--- src/rtl/lss_pkg.sv ---
package lss_pkg;

    typedef enum logic [1:0] {
        SEQ_IDLE = 2'd0,
        SEQ_ARM  = 2'd1,
        SEQ_SCAN = 2'd2
    } seq_state_e;

    function automatic int ceil_div(input int num, input int den);
        return (num + den - 1) / den;
    endfunction

    function automatic int max_int(input int a, input int b);
        return (a > b) ? a : b;
    endfunction

endpackage

--- src/rtl/lss_cfg_clamp.sv ---
module lss_cfg_clamp #(
    parameter int DIV_W    = 8,
    parameter int MIN_HALF = 17,
    parameter int MAX_HALF = 100
) (
    input  logic [DIV_W-1:0] half_req,
    input  logic [DIV_W-1:0] ofs_req,
    output logic [DIV_W-1:0] half_c,
    output logic [DIV_W-1:0] ofs_c
);
    localparam logic [DIV_W-1:0] LO = DIV_W'(MIN_HALF);
    localparam logic [DIV_W-1:0] HI = DIV_W'(MAX_HALF);

    always_comb begin
        if (half_req < LO) begin
            half_c = LO;
        end else if (half_req > HI) begin
            half_c = HI;
        end else begin
            half_c = half_req;
        end
        ofs_c = (ofs_req >= half_c) ? (half_c - 1'b1) : ofs_req;
    end
endmodule

--- src/rtl/lss_half_timer.sv ---
module lss_half_timer #(
    parameter int DIV_W = 8
) (
    input  logic             clk,
    input  logic             rst_n,
    input  logic             run,
    input  logic [DIV_W-1:0] half,
    output logic [DIV_W-1:0] count,
    output logic             phase_end
);
    logic [DIV_W-1:0] cnt_d, cnt_q;

    always_comb begin
        phase_end = run && (cnt_q == half - 1'b1);
        if (!run || phase_end) begin
            cnt_d = '0;
        end else begin
            cnt_d = cnt_q + 1'b1;
        end
    end

    always_ff @(posedge clk or negedge rst_n) begin
        if (!rst_n) begin
            cnt_q <= '0;
        end else begin
            cnt_q <= cnt_d;
        end
    end

    assign count = cnt_q;
endmodule

--- src/rtl/lss_index_track.sv ---
module lss_index_track #(
    parameter int NUM_SENSORS = 8,
    parameter int PIXELS      = 1376,
    parameter int SENS_W      = 3,
    parameter int PIX_W       = 11
) (
    input  logic              clk,
    input  logic              rst_n,
    input  logic              clear,
    input  logic              advance,
    output logic [SENS_W-1:0] sensor,
    output logic [PIX_W-1:0]  pixel
);
    typedef struct packed {
        logic [SENS_W-1:0] sens;
        logic [PIX_W-1:0]  pix;
    } idx_t;

    idx_t idx_d, idx_q;

    always_comb begin
        idx_d = idx_q;
        if (clear) begin
            idx_d = '0;
        end else if (advance) begin
            if (idx_q.pix == PIX_W'(PIXELS - 1)) begin
                idx_d.pix  = '0;
                idx_d.sens = idx_q.sens + 1'b1;
            end else begin
                idx_d.pix = idx_q.pix + 1'b1;
            end
        end
    end

    always_ff @(posedge clk or negedge rst_n) begin
        if (!rst_n) begin
            idx_q <= '0;
        end else begin
            idx_q <= idx_d;
        end
    end

    assign sensor = idx_q.sens;
    assign pixel  = idx_q.pix;
endmodule

--- src/rtl/line_scan_sequencer.sv ---
module line_scan_sequencer
    import lss_pkg::*;
#(
    parameter int NUM_SENSORS = 8,
    parameter int PIXELS      = 1376,
    parameter int PREAMBLE    = 75,
    parameter int SYS_NS      = 10,
    parameter int DIV_W       = 8,
    localparam int SENS_W     = (NUM_SENSORS > 1) ? $clog2(NUM_SENSORS) : 1,
    localparam int PIX_W      = (PIXELS > 1) ? $clog2(PIXELS) : 1
) (
    input  logic              clk,
    input  logic              rst_n,
    input  logic              start_req,
    input  logic [DIV_W-1:0]  half_div,
    input  logic [DIV_W-1:0]  sample_ofs,
    output logic              sclk,
    output logic              gstart,
    output logic              pix_valid,
    output logic [SENS_W-1:0] sensor_idx,
    output logic [PIX_W-1:0]  pixel_idx,
    output logic              line_done
);
    localparam int MIN_HALF = max_int(2, ceil_div(165, SYS_NS));
    localparam int MAX_HALF = max_int(MIN_HALF, 1000 / SYS_NS);
    localparam int TOTAL    = PREAMBLE + NUM_SENSORS * PIXELS;
    localparam int EDGE_W   = $clog2(TOTAL + 1);
    localparam logic [EDGE_W-1:0] LAST_EDGE  = EDGE_W'(TOTAL);
    localparam logic [EDGE_W-1:0] FIRST_PIX  = EDGE_W'(PREAMBLE + 1);

    typedef struct packed {
        seq_state_e        st;
        logic              sclk;
        logic              gstart;
        logic              done;
        logic [EDGE_W-1:0] edge_n;
        logic [DIV_W-1:0]  half;
        logic [DIV_W-1:0]  ofs;
    } seq_t;

    seq_t s_d, s_q;

    logic [DIV_W-1:0] half_c, ofs_c;
    logic [DIV_W-1:0] hcount;
    logic             phase_end;
    logic             idx_clear, idx_adv;

    lss_cfg_clamp #(
        .DIV_W    (DIV_W),
        .MIN_HALF (MIN_HALF),
        .MAX_HALF (MAX_HALF)
    ) u_clamp (
        .half_req (half_div),
        .ofs_req  (sample_ofs),
        .half_c   (half_c),
        .ofs_c    (ofs_c)
    );

    lss_half_timer #(
        .DIV_W (DIV_W)
    ) u_timer (
        .clk       (clk),
        .rst_n     (rst_n),
        .run       (s_q.st != SEQ_IDLE),
        .half      (s_q.half),
        .count     (hcount),
        .phase_end (phase_end)
    );

    lss_index_track #(
        .NUM_SENSORS (NUM_SENSORS),
        .PIXELS      (PIXELS),
        .SENS_W      (SENS_W),
        .PIX_W       (PIX_W)
    ) u_index (
        .clk     (clk),
        .rst_n   (rst_n),
        .clear   (idx_clear),
        .advance (idx_adv),
        .sensor  (sensor_idx),
        .pixel   (pixel_idx)
    );

    always_comb begin
        s_d       = s_q;
        s_d.done  = 1'b0;
        idx_clear = 1'b0;
        idx_adv   = 1'b0;
        unique case (s_q.st)
            SEQ_IDLE: begin
                if (start_req) begin
                    s_d.st     = SEQ_ARM;
                    s_d.half   = half_c;
                    s_d.ofs    = ofs_c;
                    s_d.sclk   = 1'b0;
                    s_d.gstart = 1'b0;
                    s_d.edge_n = '0;
                end
            end
            SEQ_ARM: begin
                idx_clear = 1'b1;
                if (phase_end) begin
                    s_d.st     = SEQ_SCAN;
                    s_d.sclk   = 1'b1;
                    s_d.gstart = 1'b1;
                end
            end
            SEQ_SCAN: begin
                if (phase_end) begin
                    if (s_q.sclk) begin
                        s_d.sclk = 1'b0;
                    end else if (s_q.edge_n == LAST_EDGE) begin
                        s_d.st   = SEQ_IDLE;
                        s_d.done = 1'b1;
                    end else begin
                        s_d.sclk   = 1'b1;
                        s_d.gstart = 1'b0;
                        s_d.edge_n = s_q.edge_n + 1'b1;
                        idx_adv    = (s_q.edge_n >= FIRST_PIX);
                    end
                end
            end
            default: s_d.st = SEQ_IDLE;
        endcase
    end

    always_ff @(posedge clk or negedge rst_n) begin
        if (!rst_n) begin
            s_q <= '{st: SEQ_IDLE, sclk: 1'b0, gstart: 1'b0, done: 1'b0,
                     edge_n: '0, half: DIV_W'(MIN_HALF), ofs: '0};
        end else begin
            s_q <= s_d;
        end
    end

    assign sclk      = s_q.sclk;
    assign gstart    = s_q.gstart;
    assign line_done = s_q.done;
    assign pix_valid = (s_q.st == SEQ_SCAN) && s_q.sclk
                       && (s_q.edge_n >= FIRST_PIX) && (hcount == s_q.ofs);
endmodule

--- config.mk ---
export PLATFORM = sky130hd
export DESIGN_NAME = line_scan_sequencer
export DESIGN_NICKNAME = d
export VERILOG_FILES = /design/src/rtl/lss_pkg.sv /design/src/rtl/lss_cfg_clamp.sv /design/src/rtl/lss_half_timer.sv /design/src/rtl/lss_index_track.sv /design/src/rtl/line_scan_sequencer.sv
export SDC_FILE = /design/constraint.sdc
export NUM_CORES = 1
export LEC_CHECK = 0
export BUFFER_PORTS_ARGS = -buffer_cell sky130_fd_sc_hd__buf_2
export CAP_MARGIN = 5
export CORE_UTILIZATION = 40
export DETAILED_ROUTE_END_ITERATION = 8
export SKIP_CTS_REPAIR_TIMING = 1
export SYNTH_ARGS = -nofsm -noshare
export SYNTH_HDL_FRONTEND = slang
export SYNTH_SLANG_ARGS = --single-unit
export TNS_END_PERCENT = 50
--- constraint.sdc ---
create_clock -name clk -period 7.8 [get_ports clk]
set_clock_uncertainty 0.05 [all_clocks]
set_input_delay 0.78 -clock clk [delete_from_list [all_inputs] [get_ports clk]]
set_output_delay 0.78 -clock clk [all_outputs]
set_load 0.02 [all_outputs]
* Yosys cells after proc, flatten, opt, wreduce, memory -nomap -nowiden
Cells that the tools add are included.
** Storage, ports and cells
- ROM bits :: 0
- Bits in writable memories :: 0
- Bits of input ports :: 19
- Register bits :: 57
- Bits in latches :: 0
- Memories :: 0
** Operators by class
- Add/sub/neg operators :: 6
- Multipliers :: 0
- Bitwise operators :: 0
- Order comparisons :: 4
- Shift-type cells :: 0
- Div/mod/pow operators :: 0
- Reductions and logical operators :: 18
- Mux-type cells :: 28
- Equal/unequal tests :: 12
** Operator list (count)
- 14-bit 2-to-1 mux :: 3
- 8-bit 2-to-1 mux :: 4
- 30-bit 2-to-1 mux :: 1
- 14-bit case mux with 2 select lines :: 1
- 19-bit 2-to-1 mux :: 1
- 8-bit == test :: 2
- 16-bit 2-to-1 mux :: 1
- 8-bit by 1-bit subtractor with 8-bit output, second input constant :: 2
- 14-bit by 1-bit adder with 14-bit output, second input constant :: 1
- 14-bit == test, second input constant :: 1
- 14-bit by 7-bit >= comparator with 1-bit output, second input constant :: 1
- 2-bit != test, second input constant :: 6
- 2-bit case mux with 3 select lines :: 2
- 11-bit by 1-bit adder with 11-bit output, second input constant :: 1
- 11-bit == test, second input constant :: 1
- 11-bit 2-to-1 mux :: 1
- 5-bit AND reduction :: 2
- 8-bit by 1-bit adder with 8-bit output, second input constant :: 1
- 8-bit >= comparator :: 1
- 8-bit by 7-bit greater-than comparator with 1-bit output, second input constant :: 1
- 8-bit by 5-bit < comparator with 1-bit output, second input constant :: 1
- 1-bit 2-to-1 mux :: 8
- 4-bit 2-to-1 mux :: 2
- 2-bit nonzero test :: 4
- other kinds (13) :: 19

* Depth between registers and ports, before layout
Gate-level depths: netlist of run 1.
- Word-level depth :: 7
- Gate-level depth with buffers :: 14
- Mapped depth without buffers :: 12

* Modules after synthesis
From an unflattened synthesis of run 1, not the netlist that was laid out.
** Second synthesis, totals
- Cells, all modules :: 413
- Area, all modules :: 3982.6 µm²
** By module, submodules not included
- line_scan_sequencer :: seq. area each 878.3 µm², cells each 183, instances 1, area each 2000.7 µm²
- lss_index_track :: seq. area each 350.3 µm², cells each 73, instances 1, area each 742.0 µm²
- lss_half_timer :: seq. area each 200.2 µm², cells each 77, instances 1, area each 701.9 µm²
- lss_cfg_clamp :: seq. area each 0.0 µm², cells each 80, instances 1, area each 538.0 µm²

* Worst setup path after synthesis of run 1
Ideal clock, no wire load.
- Path kind :: input to register
- Start :: input port half_div[5]
- End :: register s_q[0] in the netlist's numbering
- Stages :: 13
- Data arrival time :: 3149 ps
- Library setup time :: 116 ps
- Setup slack :: 4486 ps
- Path through :: clkbuf_1 -> nor2_1 -> a21oi_1 -> o22ai_1 -> o21bai_1 -> inv_1 -> ha_1 -> nand2b_1 -> a21o_1 -> maj3_1 -> a31o_2 -> buf_2 -> o311ai_0
** On the way
- Word-level cells in the longest chain between the ends :: 5
** RTL lines
- from (decl) :: line line_scan_sequencer.sv:15 : input logic [DIV_W-1:0] half_div,
- 8-bit by 7-bit greater-than comparator with 1-bit output :: line lss_cfg_clamp.sv:17 : end else if (half_req > HI) begin
- 8-bit 2-to-1 mux :: line lss_cfg_clamp.sv:17
- 8-bit 2-to-1 mux * :: line lss_cfg_clamp.sv:15 : if (half_req < LO) begin
- net half_c[0] :: line line_scan_sequencer.sv:43 : logic [DIV_W-1:0] half_c, ofs_c;
- 8-bit by 1-bit subtractor with 8-bit output or 8-bit >= comparator (tied branches) :: line lss_cfg_clamp.sv:22 : ofs_c = (ofs_req >= half_c) ? (half_c - 1'b1) : ofs_req;
- 8-bit 2-to-1 mux * :: line lss_cfg_clamp.sv:22
- to (signal assigned) :: line line_scan_sequencer.sv:129 : s_q <= '{st: SEQ_IDLE, sclk: 1'b0, gstart: 1'b0, done: 1'b0,
- to (decl) :: line line_scan_sequencer.sv:41 : seq_t s_d, s_q;
The timed path passes the listed nets; every way through them passes the cells marked *.
A chain may end at the register's enable or synchronous reset.

* Final worst setup path of run 1
- Start :: register s_q[8] in the netlist's numbering
- End :: register u_index.idx_q, in the netlist u_index.pixel[9]
** On the way
- Word-level cells in the longest chain between the ends :: 6
** RTL lines
- 8-bit by 1-bit subtractor with 8-bit output :: line lss_half_timer.sv:14 : phase_end = run && (cnt_q == half - 1'b1);
- 8-bit == test :: line lss_half_timer.sv:14
- 1-bit logical AND :: line lss_half_timer.sv:14
- 1-bit 2-to-1 mux :: line line_scan_sequencer.sv:109 : if (phase_end) begin
- 1-bit 2-to-1 mux :: line line_scan_sequencer.sv:89 : unique case (s_q.st)
- 2-bit nonzero test (no line)
- to (signal assigned) :: line lss_index_track.sv:39 : idx_q <= idx_d;
- to (decl) :: line lss_index_track.sv:19 : idx_t idx_d, idx_q;
No other way between the ends.

==> results of run 1 <==
## cells by family (layout without fill, tap and decap cells)
kind of cell,Yosys count,count (layout)
buf+inv,38,70
other cells,1,1
mux,9,9
fa+ha+maj,20,20
xor+xnor,43,43
simple gates,171,171
compound gates,88,88
flops,57,57
## power groups by stage
| stage | clock network [mW] | logic [mW] | registers [mW] |
|---|---|---|---|
| finish | 0.241 | 0.0407 | 0.296 |
| global route | 0.260 | 0.0466 | 0.296 |
| CTS | 0.247 | 0.0412 | 0.296 |
| detailed placement | 0 | 0.0411 | 0.301 |
| global placement | 0 | 0.0399 | 0.301 |
| floorplan | 0 | 0.0231 | 0.301 |
## critical path: cells and delay by family (launching register included)
family	cells	cell delay (ns)
AND/OR/NAND/NOR	5	1.96
flip-flops	1	0.59
adder cells (fa/ha/maj)	1	0.25
XOR/XNOR	1	0.21
AO/OA/AOI/OAI	1	0.15
buffers and inverters	1	0.06
## cells in the mapped netlist, types with 4 or more instances
master	number	area, um2
dfrtp_1	55	1380
inv_1	18	67.6
xor2_1	11	96.3
clkbuf_1	13	48.8
ha_1	19	238
nor4_1	9	56.3
or3_1	7	43.8
a22o_1	4	35.0
nand4_1	9	56.3
and3_1	7	43.8
nor2_1	42	158
and2_1	6	37.5
mux2i_1	7	70.1
a21oi_1	27	135
nand2b_1	7	43.8
a31oi_1	4	25.0
xnor2_1	32	280
nor3_1	12	60.1
nand3_1	16	80.1
nand2_1	38	143
o21ai_0	27	135
## stage by stage
stage / setup WS, ns / hold slack, ns / power, mW
6_report: 4.47 / 0.458 / 0.577
5_1_grt: 4.21 / 0.487 / 0.602
4_1_cts: 4.47 / 0.461 / 0.584
3_5_place_dp: 4.31 / 0.447 / 0.342
3_3_place_gp: 4.39 / 0.444 / 0.341
2_1_floorplan: 4.49 / 0.419 / 0.324
## path summary, 6_finish.rpt
check / slack (ns) / cells after the start / start / endpoint
setup / recovery: 4.47 / 9 / s_q[8] / u_index.pixel[9]
hold / removal: 0.46 / 2 / s_q[7] / s_q[7]
setup reg to reg: 4.47 / 9 / s_q[8] / u_index.pixel[9]
hold reg to reg: 0.46 / 2 / s_q[7] / s_q[7]
max in group asynchronous: 6.68 / 2 / rst_n / s_q[19]
min in group asynchronous: 0.52 / 2 / rst_n / u_index.pixel[8]
## registers in the layout, indices dropped and copies added (netlist names)
signal          count
u_index.sensor      3
sclk                1
u_index.pixel      11
s_q                32
gstart              1
line_done           1
u_timer.count       8
## routing by layer
| metal | vias up | GRT usage | share of wire |
|---|---|---|---|
| met5 | - | 0 | 0 |
| li1 | 1564 | - | - |
| met4 | 0 | 0.0815 | 0.024 |
| met1 | 1476 | 0.233 | 0.50 |
| met3 | 14 | 0.0355 | 0.038 |
| met2 | 77 | 0.287 | 0.44 |
## final cells by class
cell class | instances | share of cell area
Sequential cell | 57 | 0.346
Inverter | 18 | 0.0164
Timing Repair Buffer | 38 | 0.0473
Tap cell | 108 | 0.0327
Clock buffer | 14 | 0.0394
Multi-Input combinational cell | 332 | 0.518
## layout by cell type (no fill, tap or decap), types with 4 or more instances in the layout
| cell | instances |
|---|---|
| nor4_1 | 9 |
| xor2_1 | 11 |
| ha_1 | 19 |
| mux2i_1 | 7 |
| nor2_1 | 42 |
| or3_1 | 7 |
| and2_1 | 6 |
| nor3_1 | 12 |
| nand2_1 | 38 |
| dfrtp_1 | 55 |
| xnor2_1 | 32 |
| nand3_1 | 16 |
| clkbuf_8 | 11 |
| buf_2 | 36 |
| nand4_1 | 9 |
| a31oi_1 | 4 |
| o21ai_0 | 27 |
| inv_1 | 18 |
| nand2b_1 | 7 |
| a21oi_1 | 27 |
| and3_1 | 7 |
| a22o_1 | 4 |
==> reports/results.tsv, run 1 <==
metric	value	unit
Sw Ratio	0.236	
Static Leak	1.71	nW
Post-synth EDFFs	0	
fill count	885	
Max VDD drop	0.0545	mV
pwr dens	140	mW/mm2
Mapped Nets	465	
DRT iter0 DRCs	132	
post-synthesis adder-cell area fraction	0.0665	
largest net degree at the start of global routing	58	
CTS root buffer	clkbuf_8	
RSZ-0062 raised after global routing	no	
area growth from synthesis to layout	10.8	%
Final Setup Violations	0	
Hold Crit Class	flop to flop	
Antenna Nets Post-Route	0	
Placed Cells incl. Taps	553	
maximum fanout along the worst path	15	
Initial Utilization	0.421	
Avg Inst Size Synth	8.72	um2
Internal	0.441	mW
layout net count	494	
final instance area	0.00413	mm2
Syn Inst Count	427	
Post-DP Area	0.00396	mm2
Net Switching	0.136	mW
chip width	98.5	um
layout cells sized above 1	0.135	
DRC violations left	2	
antenna violations before repair	0	
Netlist cell types	57	
Worst setup SP type	flop	
vias in the first global route	2958	
cell-by-cell trace of the critical path	inv_1 > ha_1 > nor3b_1 > xnor2_1 > nand4_1 > nand2b_1 > or2_1 > or4_1 > a21oi_1	
Synth Register Bits	57	
CTS Sinks	57	
Detail Placement HPWL	5820	um
CP arrival	3.54	ns
clock-pin slew on the worst setup and hold paths	0.07	ns
Synth Cell Area	0.00372	mm2
post-synthesis mux area share	0.0249	
clock share of power	0.417	
die area	0.00970	mm2
Finished Core Util	0.466	
H-Tree Depth	3	
crit share post-route	0.427	
Post-Synth Simple-Gate Area	0.230	
crit path time final	3.33	ns
Max Root-Sink Buffers	2	
Seq. cell area	0.00143	mm2
CTS tree	done	
Synth Area in XOR/XNOR	0.101	
outcome	finished, violations left	
# rows	34	
Die Ht	98.5	um
First-pass DRT Iterations	9	
final-report hold violation count	0	
first-pass GRT wire length	13900	um
Achievable Freq	300	MHz
critical path data required time	8.01	ns
Critical Path Slowest Stage Cell	dfstp_2	
Congestion Overflow GR	0	
synth warn	0	
largest family of logic cells by synthesized area	simple AND/OR/NAND/NOR gates	
failing checks	design-rule violations	
Async SR Flop Fraction	1.00	
later-pin clock latency in the skew report	0.34	ns
GRT Total Usage	0.178	
vias per cell	5.52	
Compound-Gate Fraction of Synth Area	0.150	
DR vias	3131	
io pins	37	
cts bufs inserted	9	
Ant. Diodes	0	
post-synthesis sequential area ratio	0.384	
Primary FF master, synth	dfrtp_1	
core area	0.00885	mm2
slew margin rel.	0.513	
GP Congestion	0.887	
maxcap violations	0	
element type at the critical path end	flop	
final wirelength	8150	um
Slew Viols, Final	0	
DR WL/cell	14.4	um
Setup TNS	0	ns
slew at the pin with the worst max-slew slack	0.728	ns
slowest stage delay, CP	0.59	ns
Flop pwr share	0.512	
CP Class	flop to flop	
multi-input combinational cell area	0.00214	mm2
Combinational Power Share	0.070	
Non-Filler Instances	567	
# port buffers	36	
Power figures use the tool's default switching activity.
==> run 2, diff against run 1 <==
==> constraint.sdc (replaced) <==
create_clock -name clk -period 3.36 [get_ports clk]
set_clock_uncertainty 0.05 [all_clocks]
set_input_delay 0.336 -clock clk [delete_from_list [all_inputs] [get_ports clk]]
set_output_delay 0.336 -clock clk [all_outputs]
set_load 0.02 [all_outputs]
==> reports/results.tsv, run 2 (synthesized netlist as in run 1, its figures left out) <==
metric	value	unit	change
DRT met1 WL	3940	um	-2.5%
antenna violations before repair	0		unchanged
largest net degree at the start of global routing	45		-22%
failing checks	design-rule violations		
CTS tree	done		
DRT iter0 DRCs	216		+64%
DR WL/cell	14.6	um	+1.5%
Worst setup SP type	flop		
Max Root-Sink Buffers	2		unchanged
Most flops, register	s_q		
first-pass GRT wire length	14800	um	+6.8%
vias per cell	5.49		-0.64%
Die Ht	98.5	um	unchanged
final wirelength	8380	um	+2.9%
final instance area	0.00422	mm2	+2.2%
slew margin rel.	0.342		-0.171
Static Leak	1.76	nW	+3.0%
Max VDD drop	0.146	mV	+170%
critical path data required time	3.52	ns	-4.49 ns
clock-pin slew on the worst setup and hold paths	0.07	ns	about the same
pwr dens	346	mW/mm2	+150%
layout net count	500		+1.2%
outcome	finished, violations left		
layout cells sized above 1	0.152		+0.0170
commonest non-fill, non-tap cells in the layout	55 x dfrtp_1, 42 x nor2_1, 38 x nand2_1, 36 x buf_2, 32 x xnor2_1		
RSZ-0062 raised after global routing	no		
Ant. Diodes	0		unchanged
cts bufs inserted	9		unchanged
H-Tree Depth	3		unchanged
fill count	881		-0.45%
top sig layer	met4		
Congestion Overflow GR	0		unchanged
number of flip-flops under the largest register name	32		unchanged
slew at the pin with the worst max-slew slack	0.987	ns	+0.259 ns
Achievable Freq	340	MHz	+13%
most common cell after layout, fill and taps aside	dfrtp_1		
CP arrival	3.10	ns	-0.44 ns
maxcap violations	0		unchanged
# port buffers	36		unchanged
# rows	34		unchanged
Setup TNS	0	ns	unchanged
Antenna Nets Post-Route	0		unchanged
DR vias	3155		+0.77%
Post-DP Area	0.00401	mm2	+1.1%
Hold Crit Class	primary input to asynchronous set/reset pin		
First-pass DRT Iterations	8		-1
WL met2	3970	um	+10%
GP Congestion	0.835		-5.8%
GRT Total Usage	0.189		+0.0112
DRC violations left	1		-1
CTS root buffer	clkbuf_8		
core area	0.00885	mm2	unchanged
area growth from synthesis to layout	13.2	%	
Slew Viols, Final	0		unchanged
crit path time final	2.94	ns	-0.390 ns
later-pin clock latency in the skew report	0.33	ns	about the same
element type at the critical path end	flop		
met3 WL	304	um	-0.98%
vias in the first global route	3094		+4.6%
io pins	37		unchanged
Initial Utilization	0.421		unchanged
final-report hold violation count	0		unchanged
chip width	98.5	um	unchanged
die area	0.00970	mm2	unchanged
CTS Sinks	57		unchanged
crit share post-route	0.875		+0.448
Detail Placement HPWL	6270	um	+7.7%
maximum fanout along the worst path	8		-7
Final Setup Violations	0		unchanged
CP Class	flop to flop		
==> run 2: cell count changes in the layout (fill, tap and decap cells not counted), sizes merged <==
cell	change
buf	+6
bufinv	+1
clkinv	+1
==> run 2: layout make-up <==
class,count,area [um2],share of cell area
clock inverters,2,35.0,0.00831
flip-flops and latches,57,1430,0.339
repair buffers,44,240,0.0570
multi-input cells,332,2140,0.507
well taps,108,135,0.0320
clock buffers,14,173,0.0409
inverters,18,67.6,0.0160
==> run 2: layer usage <==
layer,global-route usage,vias up
met5,0,-
met4,0.0804,0
met3,0.0255,13
met2,0.320,79
met1,0.245,1474
li1,-,1589
==> run 2: path summary, 6_finish.rpt <==
path	startpoint	to	slack, ns	depth (start not counted)
worst max register to register	s_q[8]	s_q[16]	0.42	9
worst max-delay path	s_q[8]	s_q[16]	0.42	9
min in group clk	sample_ofs[7]	s_q[7]	0.21	3
worst min-delay path	rst_n	u_index.pixel[8]	0.11	1
worst min register to register	s_q[7]	s_q[7]	0.45	2
max in group asynchronous	rst_n	s_q[12]	2.31	2
==> run 2: worst max-delay path, stage by stage (launching register included) <==
cell	delay [ns]
dfstp_2	0.60
inv_1	0.06
ha_1	0.24
o21ai_0	0.15
nor4b_1	0.33
o311ai_2	0.27
buf_4	0.24
nor3b_1	0.38
nor2_1	0.20
mux2_2	0.31
==> run 2: power by group <==
part           internal, mW  switching, mW
Sequential            0.686              0
Clock                 0.403          0.273
Combinational        0.0362         0.0595
Total                  1.13          0.333
==> run 2: through the flow <==
stage | worst slack [ns] | utilization | total power [mW] | std cells | hold slack [ns]
6_report | 0.421 | 0.477 | 1.46 | 575 | 0.113
4_1_cts | 0.396 | 0.477 | 1.48 | 575 | 0.146
5_1_grt | 0.199 | 0.477 | 1.52 | 575 | 0.206
3_3_place_gp | 0.319 | 0.453 | 0.793 | 559 | 0.435
3_5_place_dp | 0.249 | 0.453 | 0.796 | 559 | 0.443
2_1_floorplan | 0.490 | - | 0.753 | 427 | -0.00959
